==> config.mk <==
export PLATFORM = sky130hd
export DESIGN_NAME = spi_cs_hold_master
export DESIGN_NICKNAME = d
export VERILOG_FILES = /design/src/rtl/spi_cs_hold_master.sv
export SDC_FILE = /design/constraint.sdc
export NUM_CORES = 1
export LEC_CHECK = 0
export BUFFER_PORTS_ARGS = -buffer_cell sky130_fd_sc_hd__buf_4
export CORE_UTILIZATION = 45
export DETAILED_ROUTE_END_ITERATION = 6
export MAX_ROUTING_LAYER = met4
export PLACE_DENSITY_LB_ADDON = 0.08
export SYNTH_ARGS = -nofsm -noshare
export SYNTH_HDL_FRONTEND = slang
export SYNTH_SLANG_ARGS = --single-unit
==> constraint.sdc <==
create_clock -name clk -period 3.5 [get_ports clk]
set_clock_uncertainty 0.2 [all_clocks]
set_input_delay 0.35 -clock clk [delete_from_list [all_inputs] [get_ports clk]]
set_output_delay 0.35 -clock clk [all_outputs]
set_load 0.05 [all_outputs]
==> src/rtl/spi_cs_hold_master.sv <==
module spi_cs_hold_master #(
  parameter int NCS = 4
) (
  input  logic           clk,
  input  logic           rst_n,
  input  logic           bus_wr,
  input  logic           bus_rd,
  input  logic [2:0]     bus_addr,
  input  logic [31:0]    bus_wdata,
  output logic [31:0]    bus_rdata,
  output logic           sclk,
  output logic           mosi,
  input  logic           miso,
  output logic [NCS-1:0] cs_n
);
  localparam logic [2:0] A_RUN = 3'd0, A_CTRL = 3'd1, A_FMT = 3'd2,
                         A_DLY = 3'd3, A_DATA = 3'd4, A_STAT = 3'd5;

  typedef enum logic [1:0] {S_IDLE, S_SETUP, S_BIT, S_TAIL} st_t;

  logic       run_q, go_q, pha_q, pol_q;
  logic [7:0] pre_q, dly_on_q, dly_off_q;

  st_t        st;
  logic [8:0] cnt;
  logic       half, sact, mosi_q, cs_on, cur_keep;
  logic [2:0] bitn;
  logic [7:0] txsh, rxsh, cur_cs, rxbuf;
  logic       rx_full, ovr;
  logic       hold_full, hold_keep;
  logic [7:0] hold_byte, hold_cs;

  logic [8:0] per, lead_n, trail_n;
  logic       wr_data, rd_stat, last, start, chain, take;
  logic [7:0] rx_byte;

  assign per     = (pre_q == 8'd0) ? 9'd2 : {1'b0, pre_q} + 9'd1;
  assign lead_n  = {1'b0, per[8:1]};
  assign trail_n = per - lead_n;

  assign wr_data = bus_wr && bus_addr == A_DATA && run_q && !hold_full;
  assign rd_stat = bus_rd && bus_addr == A_STAT;
  assign last    = st == S_BIT && cnt == 9'd0 && half && bitn == 3'd7;
  assign start   = st == S_IDLE && go_q && hold_full;
  assign chain   = last && cur_keep && go_q && hold_full;
  assign take    = start || chain;
  assign rx_byte = pha_q ? rxsh : {rxsh[6:0], miso};

  always_ff @(posedge clk) begin
    if (!rst_n) begin
      run_q <= 1'b0; go_q <= 1'b0; pha_q <= 1'b0; pol_q <= 1'b0;
      pre_q <= 8'd0; dly_on_q <= 8'd0; dly_off_q <= 8'd0;
    end else if (bus_wr) begin
      case (bus_addr)
        A_RUN:  run_q <= bus_wdata[0];
        A_CTRL: go_q  <= bus_wdata[24];
        A_FMT:  begin pre_q <= bus_wdata[15:8]; pha_q <= bus_wdata[16]; pol_q <= bus_wdata[17]; end
        A_DLY:  begin dly_on_q <= bus_wdata[31:24]; dly_off_q <= bus_wdata[23:16]; end
        default: ;
      endcase
    end
  end

  always_ff @(posedge clk) begin
    if (!rst_n || !run_q) begin
      st <= S_IDLE; cnt <= 9'd0; half <= 1'b0; sact <= 1'b0; mosi_q <= 1'b0;
      bitn <= 3'd0; txsh <= 8'd0; rxsh <= 8'd0; cs_on <= 1'b0; cur_cs <= 8'd0;
      cur_keep <= 1'b0; rxbuf <= 8'd0; rx_full <= 1'b0; ovr <= 1'b0;
      hold_full <= 1'b0; hold_keep <= 1'b0; hold_byte <= 8'd0; hold_cs <= 8'd0;
    end else begin
      if (wr_data) begin
        hold_full <= 1'b1;
        hold_byte <= bus_wdata[7:0];
        hold_cs   <= bus_wdata[23:16];
        hold_keep <= bus_wdata[28];
      end else if (take) begin
        hold_full <= 1'b0;
      end
      if (rd_stat) begin
        rx_full <= 1'b0;
        ovr     <= 1'b0;
      end
      case (st)
        S_SETUP: if (cnt == 9'd1) begin st <= S_BIT; cnt <= lead_n - 9'd1; end
                 else cnt <= cnt - 9'd1;
        S_BIT: begin
          if (cnt != 9'd0) begin
            cnt <= cnt - 9'd1;
          end else if (!half) begin
            sact <= 1'b1; half <= 1'b1; cnt <= trail_n - 9'd1;
            if (pha_q) rxsh <= {rxsh[6:0], miso};
            else begin mosi_q <= txsh[7]; txsh <= {txsh[6:0], 1'b0}; end
          end else begin
            sact <= 1'b0; half <= 1'b0; cnt <= lead_n - 9'd1; bitn <= bitn + 3'd1;
            if (pha_q) begin mosi_q <= txsh[6]; txsh <= {txsh[6:0], 1'b0}; end
            else rxsh <= {rxsh[6:0], miso};
            if (bitn == 3'd7) begin
              rxbuf   <= rx_byte;
              rx_full <= 1'b1;
              if (rx_full && !rd_stat) ovr <= 1'b1;
              if (cur_keep) st <= S_IDLE;
              else if (dly_off_q == 8'd0) begin cs_on <= 1'b0; st <= S_IDLE; end
              else begin st <= S_TAIL; cnt <= {1'b0, dly_off_q}; end
            end
          end
        end
        S_TAIL: if (cnt == 9'd1) begin cs_on <= 1'b0; st <= S_IDLE; end
                else cnt <= cnt - 9'd1;
        default: ;
      endcase
      if (take) begin
        txsh <= hold_byte; rxsh <= 8'd0; bitn <= 3'd0; half <= 1'b0;
        cur_cs <= hold_cs; cur_keep <= hold_keep; cs_on <= 1'b1;
        if (pha_q) mosi_q <= hold_byte[7];
        if (cs_on || dly_on_q == 8'd0) begin st <= S_BIT; cnt <= lead_n - 9'd1; end
        else begin st <= S_SETUP; cnt <= {1'b0, dly_on_q}; end
      end
    end
  end

  assign sclk = pol_q ^ sact;
  assign mosi = mosi_q;

  for (genvar i = 0; i < NCS; i++) begin : g_cs
    assign cs_n[i] = !(cs_on && cur_cs == 8'(i));
  end

  always_comb begin
    case (bus_addr)
      A_RUN:   bus_rdata = {31'b0, run_q};
      A_CTRL:  bus_rdata = {7'b0, go_q, 24'b0};
      A_FMT:   bus_rdata = {14'b0, pol_q, pha_q, pre_q, 8'd8};
      A_DLY:   bus_rdata = {dly_on_q, dly_off_q, 16'b0};
      A_STAT:  bus_rdata = {~rx_full, ovr, hold_full, 21'b0, rxbuf};
      default: bus_rdata = 32'b0;
    endcase
  end
endmodule

==> key figures, run 1 <==
Run status
  • Outcome: finished, final reports clean

Synth
  • Syn Std Cell Area: 0.005864 mm2
  • Gate Count Post-Synth: 730
  • Sequential area share after synthesis: 0.3380
  • Simple-gate share of the synthesized area: 0.2560
  • Yosys warning count: 0
  • Adder-Cell Fraction of Synth Area: 0.05462
  • Async SR Flop Fraction: 0
  • Syn Nets: 795
  • Post-synth cell types: 72
  • Mux cell area share after synthesis: 0.06870
  • Main combinational cell family by area after synthesis: simple AND/OR/NAND/NOR gates
  • Dominant synthesized flop cell: dfxtp_1
  • EDFF count, synth: 0
  • Synth Area in XOR/XNOR: 0.04267
  • Compound-Gate Fraction of Synth Area: 0.1944
  • Mean Syn Cell Area: 8.033 um2
  • Number of synthesized register bits: 99

STA
  • Setup WS post-layout: 0.1787 ns
  • # setup viols final: 0
  • WHS: 0.01443 ns
  • Tcrit/Tclk final: 0.9490
  • Slew headroom: 0.2423
  • Final Hold Fails: 0
  • Worst-Margin Slew: 1.136 ns
  • Tmin final: 3.321 ns
  • Slew Viols, Final: 0
  • Fmax: 301.1 MHz

Critical path
  • Slowest CP cell: or4b_4
  • Endpoint class of the critical path: flip-flop
  • Crit path max fanout: 5
  • Crit path required time: 3.59 ns
  • CP max stage delay: 0.51 ns
  • Worst-path cell chain: inv_2 -> ha_1 -> or4b_4 -> o21ai_2 -> buf_6 -> inv_1 -> fa_2 -> o21bai_1 -> a21oi_2 -> o31ai_2 -> o41a_1 -> mux2i_1 -> o211ai_1 -> a31oi_1
  • Startpoint Class: flip-flop
  • Critical path class: flip-flop to flip-flop
  • Arrival time worst endpoint: 3.41 ns

Routing
  • Final ANT Viol Nets: 0
  • Post-Route WL: 17050 um
  • Drt drc: 0
  • Vias per inst: 5.704
  • 1st-pass router iterations: 5
  • Detailed Route Iter0 Violations: 404
  • Drt wl/cell: 17.47 um
  • Vias: 5567

Power and ir drop
  • PD cells: 346.7 mW/mm2
  • Static leakage: 2.859 nW
  • Max IR drop VDD: 0.3405 mV

Final layout
  • Finished Core Util: 0.5526
  • Synthesis-to-layout area growth: 19.39%
  • # nets final: 864
  • Share of layout cells above drive strength 1: 0.1741
  • Filler cells: 1233
  • Biggest register: cnt
  • Antenna Cells: 0
  • Final cell count without fillers: 976
  • Max reg flops: 9
  • FF/Latch Area: 0.001982 mm2
  • Multi-input gate area: 0.003641 mm2

Clock tree
  • Clock Pin Slew Worst Setup and Hold Paths: 0.08 ns
  • CTS buffer count: 9
  • CTS H-tree lvls: 3
  • CTS Buffer Depth: 2
  • TritonCTS clock tree: done
  • Skew-Pair Late Insertion Delay: 0.36 ns
  • Clock sink count: 99
  • Hold-fix buffers, CTS: 0
  • Root buffer cell: clkbuf_16

Placed design
  • DP HPWL: 12730 um
  • RePlAce Congestion: 0.9097
  • Port buffer count: 77
  • Cells after DPL: 957
  • Place WS: 0.03277 ns

Floorplan
  • Die height: 116.2 um
  • Initial Util: 0.4628
  • I/O Pins: 78
  • Die area: 0.01349 mm2
  • Row cnt: 41
  • Die width: 116.2 um
  • Core area: 0.01267 mm2

GRT
  • Vias in the first global route: 5059
  • Initial antenna violation count: 0
  • Grt ovf: 0
  • GRT Overall Usage: 0.2705
  • Largest net degree at the start of global routing: 52
  • First-pass GRT wire length: 27010 um

Run
  • # Max-Cap Violations: 0

Worst hold path
  • Worst Hold Class: primary input to flip-flop
[routing by layer]
| metal | GRT usage | vias to the layer above | share of wire |
|---|---|---|---|
| met3 | 0.04100 | 39 | 0.050 |
| met5 | - | - | 0 |
| met1 | 0.3724 | 2637 | 0.48 |
| met2 | 0.4024 | 178 | 0.44 |
| met4 | 0.09402 | 0 | 0.028 |
| li1 | - | 2713 | - |
[per-stage QoR]
| stage | area [um2] | setup TNS [ns] | power, mW |
|---|---|---|---|
| 2_1_floorplan | 5864 | 0 | 1.324 |
| 3_3_place_gp | 6634 | 0 | 1.414 |
| 3_5_place_dp | 6634 | 0 | 1.418 |
| 4_1_cts | 6949 | 0 | 2.433 |
| 5_1_grt | 7002 | -0.01568 | 2.517 |
| 6_report | 7002 | 0 | 2.427 |
[cells by family (layout without fill, tap and decap cells)]
kind of cell | Yosys count | after routing
AOI/OAI and AO/OA | 168 | 168
xor gates and xnor gates | 27 | 27
buffers and inverters | 65 | 139
DFF | 99 | 99
muxes | 40 | 40
and+or+nand+nor | 306 | 306
adders and majority gates | 25 | 25
[worst paths after layout]
kind | end | depth (start not counted) | startpoint | slack [ns]
setup / recovery | cnt[8] | 14 | pre_q[0] | 0.18
setup reg to reg | cnt[8] | 14 | pre_q[0] | 0.18
hold / removal | hold_byte[1] | 3 | bus_wdata[1] | 0.01
hold reg to reg | cur_cs[3] | 2 | hold_cs[3] | 0.26
[critical path, delay by kind of cell (launching register included)]
kind | cells | cell delay [ns]
buffers and inverters | 3 | 0.28
AO/OA/AOI/OAI | 7 | 1.18
adder cells (fa/ha/maj) | 2 | 0.55
flip-flops | 1 | 0.32
AND/OR/NAND/NOR | 1 | 0.51
multiplexers | 1 | 0.22
[timing repair]
item,CTS,global route
resized for setup,0,8
endpoints found under the setup margin,0,6
setup buffers,0,3
[cells in the final DEF, fill, tap and decap left out, types with 9 or more instances in the layout]
| master | Yosys | routed |
|---|---|---|
| o211ai_1 | 10 | 10 |
| clkbuf_16 | 0 | 9 |
| nand3_1 | 20 | 20 |
| buf_4 | 2 | 101 |
| a21oi_1 | 47 | 46 |
| a31oi_1 | 10 | 10 |
| inv_1 | 19 | 19 |
| nor2b_1 | 10 | 10 |
| nor3_1 | 14 | 14 |
| ha_1 | 24 | 24 |
| o21ai_0 | 11 | 10 |
| xor2_1 | 18 | 18 |
| a21boi_0 | 22 | 22 |
| nand2_1 | 124 | 124 |
| mux2i_1 | 38 | 38 |
| nor2_1 | 59 | 59 |
| a211oi_1 | 20 | 20 |
| and3_1 | 30 | 30 |
| dfxtp_1 | 99 | 99 |
[power by group]
| group | total, mW | switching [mW] | internal (mW) |
|---|---|---|---|
| combinational | 0.268 | 0.148 | 0.120 |
| sequential | 1.14 | 0.00930 | 1.13 |
| clock | 1.02 | 0.506 | 0.512 |
[cells in the mapped netlist (4+ instances only)]
cell type,number,area share
nand2_1,124,0.079
dfxtp_1,99,0.34
nor2_1,59,0.038
a21oi_1,47,0.040
mux2i_1,38,0.065
and3_1,30,0.032
clkbuf_1,27,0.017
ha_1,24,0.051
a21boi_0,22,0.028
a211oi_1,20,0.026
nand3_1,20,0.017
inv_1,19,0.012
xor2_1,18,0.027
nor3_1,14,0.012
buf_2,13,0.011
o21ai_0,11,0.0094
a31oi_1,10,0.011
nor2b_1,10,0.011
o211ai_1,10,0.013
a21boi_1,8,0.010
nand2b_1,8,0.0085
xnor2_1,8,0.012
and2_1,5,0.0053
nor4_1,5,0.0053
a22oi_1,4,0.0051
nor3b_1,4,0.0051
o21ai_1,4,0.0034
o221ai_1,4,0.0060
o22ai_1,4,0.0043
or3_1,4,0.0043
[area by class of cell]
class | instances | area share
Inverter | 21 | 0.01126
Sequential cell | 99 | 0.2831
Timing Repair Buffer | 102 | 0.1099
Clock inverter | 7 | 0.01287
Clock buffer | 9 | 0.03217
Tap cell | 172 | 0.03074
Multi-Input combinational cell | 566 | 0.5200
Power figures use the tool's default switching activity.
==> inputs of run 2 (changes only) <==
Settings changed: RECOVER_POWER set to 25.
==> run 2 against run 1 <==
- die area unchanged
- non-clock buffer count unchanged
- setup slack better by 0.0015 ns
- fmax about the same
- critical path depth unchanged
- utilization down 0.27 points
- cell area down 0.48%
- clock power about the same
- final cell count unchanged
==> key figures, run 2 (same netlist as run 1, synthesis figures left out) <==
Final layout
  • Commonest non-fill, non-tap cells in the layout: nand2_1, dfxtp_1, buf_4
  • Final instance area: 0.006968 mm2
  • Commonest non-fill, non-tap cell in the layout: nand2_1
  • Share of layout cells above drive strength 1: 0.1629
  • Synthesis-to-layout area growth: 18.82%
  • Finished Core Util: 0.5499
  • # nets final: 864
  • Antenna Cells: 0
  • Biggest register: cnt
  • Filler cells: 1240
  • Max reg flops: 9
  • Final cell count without fillers: 976

Run status
  • Outcome: finished, final reports clean

STA
  • Fmax: 301.2 MHz
  • Slew headroom: 0.2380
  • # setup viols final: 0
  • Tmin final: 3.320 ns
  • Post-route setup TNS: 0 ns
  • Tcrit/Tclk final: 0.9485
  • Worst-Margin Slew: 1.143 ns
  • WHS: 0.01369 ns
  • Setup WS post-layout: 0.1801 ns
  • Slew Viols, Final: 0
  • Final Hold Fails: 0

Clock tree
  • Root buffer cell: clkbuf_16
  • Clock Pin Slew Worst Setup and Hold Paths: 0.08 ns
  • Hold-fix buffers, CTS: 0
  • Skew-Pair Late Insertion Delay: 0.36 ns
  • CTS buffer count: 9
  • CTS H-tree lvls: 3
  • CTS Buffer Depth: 2
  • TritonCTS clock tree: done
  • Clock sink count: 99

Run
  • # Max-Cap Violations: 0

Worst hold path
  • Worst Hold Class: primary input to flip-flop
  • Hold wc startpoint: bus_wdata[1]

Routing
  • Final ANT Viol Nets: 0
  • Drt drc: 0
  • Detailed Route Iter0 Violations: 393
  • 1st-pass router iterations: 5
  • Drt wl/cell: 17.44 um
  • Vias: 5536
  • Vias per inst: 5.672
  • Post-Route WL: 17020 um

Placed design
  • Port buffer count: 77
  • DP HPWL: 12730 um
  • Place WS: 0.03277 ns
  • RePlAce Congestion: 0.9097
  • Area after DPL: 0.006634 mm2
  • Cells after DPL: 957

Floorplan
  • Row cnt: 41
  • Initial Util: 0.4628
  • Die height: 116.2 um
  • I/O Pins: 78
  • Core area: 0.01267 mm2
  • Die width: 116.2 um
  • Die area: 0.01349 mm2

GRT
  • Initial antenna violation count: 0
  • Largest net degree at the start of global routing: 52
  • First-pass GRT wire length: 27010 um
  • GRT Overall Usage: 0.2705
  • Vias in the first global route: 5059
  • Grt ovf: 0

Critical path
  • Critical path class: flip-flop to flip-flop
  • Crit. Startpoint: pre_q[0]
  • Arrival time worst endpoint: 3.41 ns
  • Worst R2R Start: pre_q[0]
  • Startpoint Class: flip-flop
  • Crit path max fanout: 5
  • Crit path required time: 3.59 ns
  • Endpoint class of the critical path: flip-flop

Power and ir drop
  • Power Total: 2.424 mW
  • Max IR drop VDD: 0.3388 mV
  • Static leakage: 2.818 nW
  • PD cells: 347.9 mW/mm2
[run 2: cell type report]
| type | count | area [um2] | share of cell area |
|---|---|---|---|
| Clock buffer | 9 | 225.2 | 0.03232 |
| Clock inverter | 7 | 90.09 | 0.01293 |
| Inverter | 21 | 78.83 | 0.01131 |
| Multi-Input combinational cell | 566 | 3641 | 0.5225 |
| Sequential cell | 99 | 1982 | 0.2844 |
| Tap cell | 172 | 215.2 | 0.03089 |
| Timing Repair Buffer | 102 | 735.7 | 0.1056 |
[run 2: per-layer routing]
metal,vias to the layer above,track usage,share of wire
met5,-,-,0
met4,0,0.09402,0.029
met3,41,0.04100,0.051
met2,177,0.4024,0.44
met1,2599,0.3724,0.48
li1,2719,-,-
[run 2: worst max-delay path, stage by stage, from the launching register on]
cell and delay [ns]:
dfxtp_1 0.32, inv_2 0.08, ha_1 0.14, or4b_4 0.52, o21ai_2 0.16, buf_6 0.13, inv_1 0.07, fa_2 0.41
o21bai_1 0.18, a21oi_2 0.09, o31ai_2 0.28, o41a_1 0.20, mux2i_1 0.22, o211ai_1 0.11, a31oi_1 0.16
[run 2: worst paths after layout]
| kind | slack, ns | cells after the start | to |
|---|---|---|---|
| worst min-delay path | 0.01 | 3 | hold_byte[1] |
| worst max register to register | 0.18 | 14 | cnt[8] |
| worst min register to register | 0.26 | 2 | cur_cs[3] |
| worst max-delay path | 0.18 | 14 | cnt[8] |
[run 2: what timing repair did]
| item | 4_1_cts | 5_1_grt |
|---|---|---|
| setup buffers | 0 | 3 |
| resized for setup | 0 | 8 |
| endpoints found under the setup margin | 0 | 6 |
[run 2: report_power, final]
part,switching [mW],internal [mW]
clock,0.505,0.512
combinational,0.148,0.118
sequential,0.00931,1.13
==> inputs of run 3 (changes only) <==
Settings changed: CORE_MARGIN set to 2, GPL_ROUTABILITY_DRIVEN set to 0, GPL_TIMING_DRIVEN set to 0.
==> run 3 against run 2 <==
- highest routed layer unchanged
- cell area rose by 1.2%
- via count rose by 1.7%
- power fell by 1.0%
- count of clock-buffer cells in the layout rose by 1
- sequential power barely moved
- setup slack got worse by 0.016 ns
- largest cell class unchanged
- die area rose by 3.5%
- flip-flop and latch count did not move
- clock power barely moved
==> key figures, run 3 (same netlist as run 1, synthesis figures left out) <==
GRT
  • Grt ovf: 0
  • Vias in the first global route: 5366
  • Largest net degree at the start of global routing: 19
  • First-pass GRT wire length: 28160 um
  • GRT Overall Usage: 0.2583
  • Initial antenna violation count: 0

Final layout
  • Final instance area: 0.007049 mm2
  • Commonest non-fill, non-tap cell in the layout: nand2_1
  • # nets final: 889
  • Synthesis-to-layout area growth: 20.20%
  • Antenna Cells: 0
  • Share of layout cells above drive strength 1: 0.1665
  • Max reg flops: 9
  • Commonest non-fill, non-tap cells in the layout: nand2_1, dfxtp_1, buf_4
  • Biggest register: cnt

Floorplan
  • Die area: 0.01396 mm2
  • Initial Util: 0.4628
  • Row cnt: 41
  • I/O Pins: 78
  • Die height: 118.2 um
  • Core area: 0.01267 mm2
  • Die width: 118.2 um

Routing
  • Met2 Routed Length: 8210 um
  • Final ANT Viol Nets: 0
  • Routed wl met3: 976 um
  • Drt wl/cell: 17.48 um
  • Vias: 5631
  • DRT met1 WL: 8077 um
  • Post-Route WL: 17500 um
  • Vias per inst: 5.625
  • Detailed Route Iter0 Violations: 394
  • Uppermost routed layer: met4
  • 1st-pass router iterations: 5
  • Drt drc: 0

Power and ir drop
  • PD cells: 340.3 mW/mm2
  • Psw: 0.6321 mW
  • Switch share: 0.2635
  • Clock power share: 0.411
  • Max IR drop VDD: 0.2173 mV
  • Logic pwr share: 0.113
  • Static leakage: 2.841 nW
  • Reg power frac: 0.475
  • Cell-internal power: 1.767 mW

Placed design
  • DP HPWL: 13560 um
  • Port buffer count: 77
  • Area after DPL: 0.006658 mm2

STA
  • # setup viols final: 0
  • Tmin final: 3.336 ns
  • Tcrit/Tclk final: 0.9530
  • WHS: 0.02863 ns
  • Slew Viols, Final: 0
  • Post-route setup TNS: 0 ns
  • Final Hold Fails: 0
  • Fmax: 299.8 MHz
  • Worst-Margin Slew: 0.7869 ns
  • Slew headroom: 0.4707

Critical path
  • Arrival time worst endpoint: 3.38 ns
  • Crit path required time: 3.54 ns
  • Critical path class: flip-flop to flip-flop
  • Endpoint class of the critical path: flip-flop
  • Crit path max fanout: 5
  • Startpoint Class: flip-flop

Clock tree
  • CTS Buffer Depth: 2
  • Skew-Pair Late Insertion Delay: 0.35 ns
  • CTS H-tree lvls: 3
  • Clock Pin Slew Worst Setup and Hold Paths: 0.07 ns
  • Hold-fix buffers, CTS: 0
  • TritonCTS clock tree: done
  • Clock sink count: 99
  • Root buffer cell: clkbuf_16
  • CTS buffer count: 9

Worst hold path
  • Worst Hold Class: primary input to flip-flop

Run status
  • Outcome: finished, final reports clean

Run
  • # Max-Cap Violations: 0
==> run 3: cell types whose count changed in the layout (fill, tap and decap cells not counted), moves of 3 or more <==
| cell | delta |
|---|---|
| clkbuf_1 | +25 |
| buf_4 | -12 |
| buf_2 | +11 |
| clkinv_8 | -4 |
| a21boi_1 | -3 |
==> run 3: stage by stage <==
step	cells	setup slack, ns	total power, mW	utilization
2_1_floorplan	730	0.1057	1.324	-
3_3_place_gp	979	-0.3591	1.415	0.5254
3_5_place_dp	979	-0.3739	1.418	0.5254
4_1_cts	995	0.006958	2.402	0.5505
5_1_grt	1001	-0.01444	2.492	0.5563
6_report	1001	0.1644	2.399	0.5563
==> run 3: per-layer routing <==
layer | vias to the layer above | global-route usage
li1 | 2755 | -
met4 | 0 | 0.05497
met1 | 2678 | 0.3516
met2 | 178 | 0.4035
met3 | 20 | 0.04392
met5 | - | -
==> run 3: repair_timing <==
item                                    CTS  global route
pin swaps                                 0            12
endpoints found under the setup margin    8             6
resized for setup                         6            14
buffers inserted                          0             7
==> run 3: power by group through the flow <==
stage	clock, mW	sequential, mW	combinational (mW)
2_1_floorplan	0	1.16	0.160
3_3_place_gp	0	1.17	0.247
3_5_place_dp	0	1.17	0.250
4_1_cts	1.00	1.14	0.256
5_1_grt	1.05	1.14	0.298
6_report	0.987	1.14	0.271
==> run 3: final cells by class <==
class,count,area [um2]
inverter,21,78.83
buffer,44,186.4
timing repair buffer,83,604.3
sequential,99,1989
clock buffer,10,239.0
tap,172,215.2
multi-input combinational,566,3682
clock inverter,6,53.80
fill,1243,5622
==> run 3: critical path: stages (launching register included) <==
cell,delay [ns]
dfxtp_4,0.36
inv_2,0.07
ha_1,0.16
or4b_4,0.53
o21ai_4,0.21
buf_4,0.14
ha_1,0.15
or4b_4,0.48
o21ai_4,0.21
mux2i_1,0.17
mux2_2,0.33
o221ai_1,0.17
a21oi_1,0.06
==> run 3: final timing paths <==
path	start	slack [ns]	depth (start not counted)	end
setup / recovery	pre_q[0]	0.16	12	cnt[3]
hold / removal	bus_wdata[4]	0.03	3	hold_byte[4]
setup reg to reg	pre_q[0]	0.16	12	cnt[3]
hold reg to reg	hold_cs[7]	0.26	2	cur_cs[7]
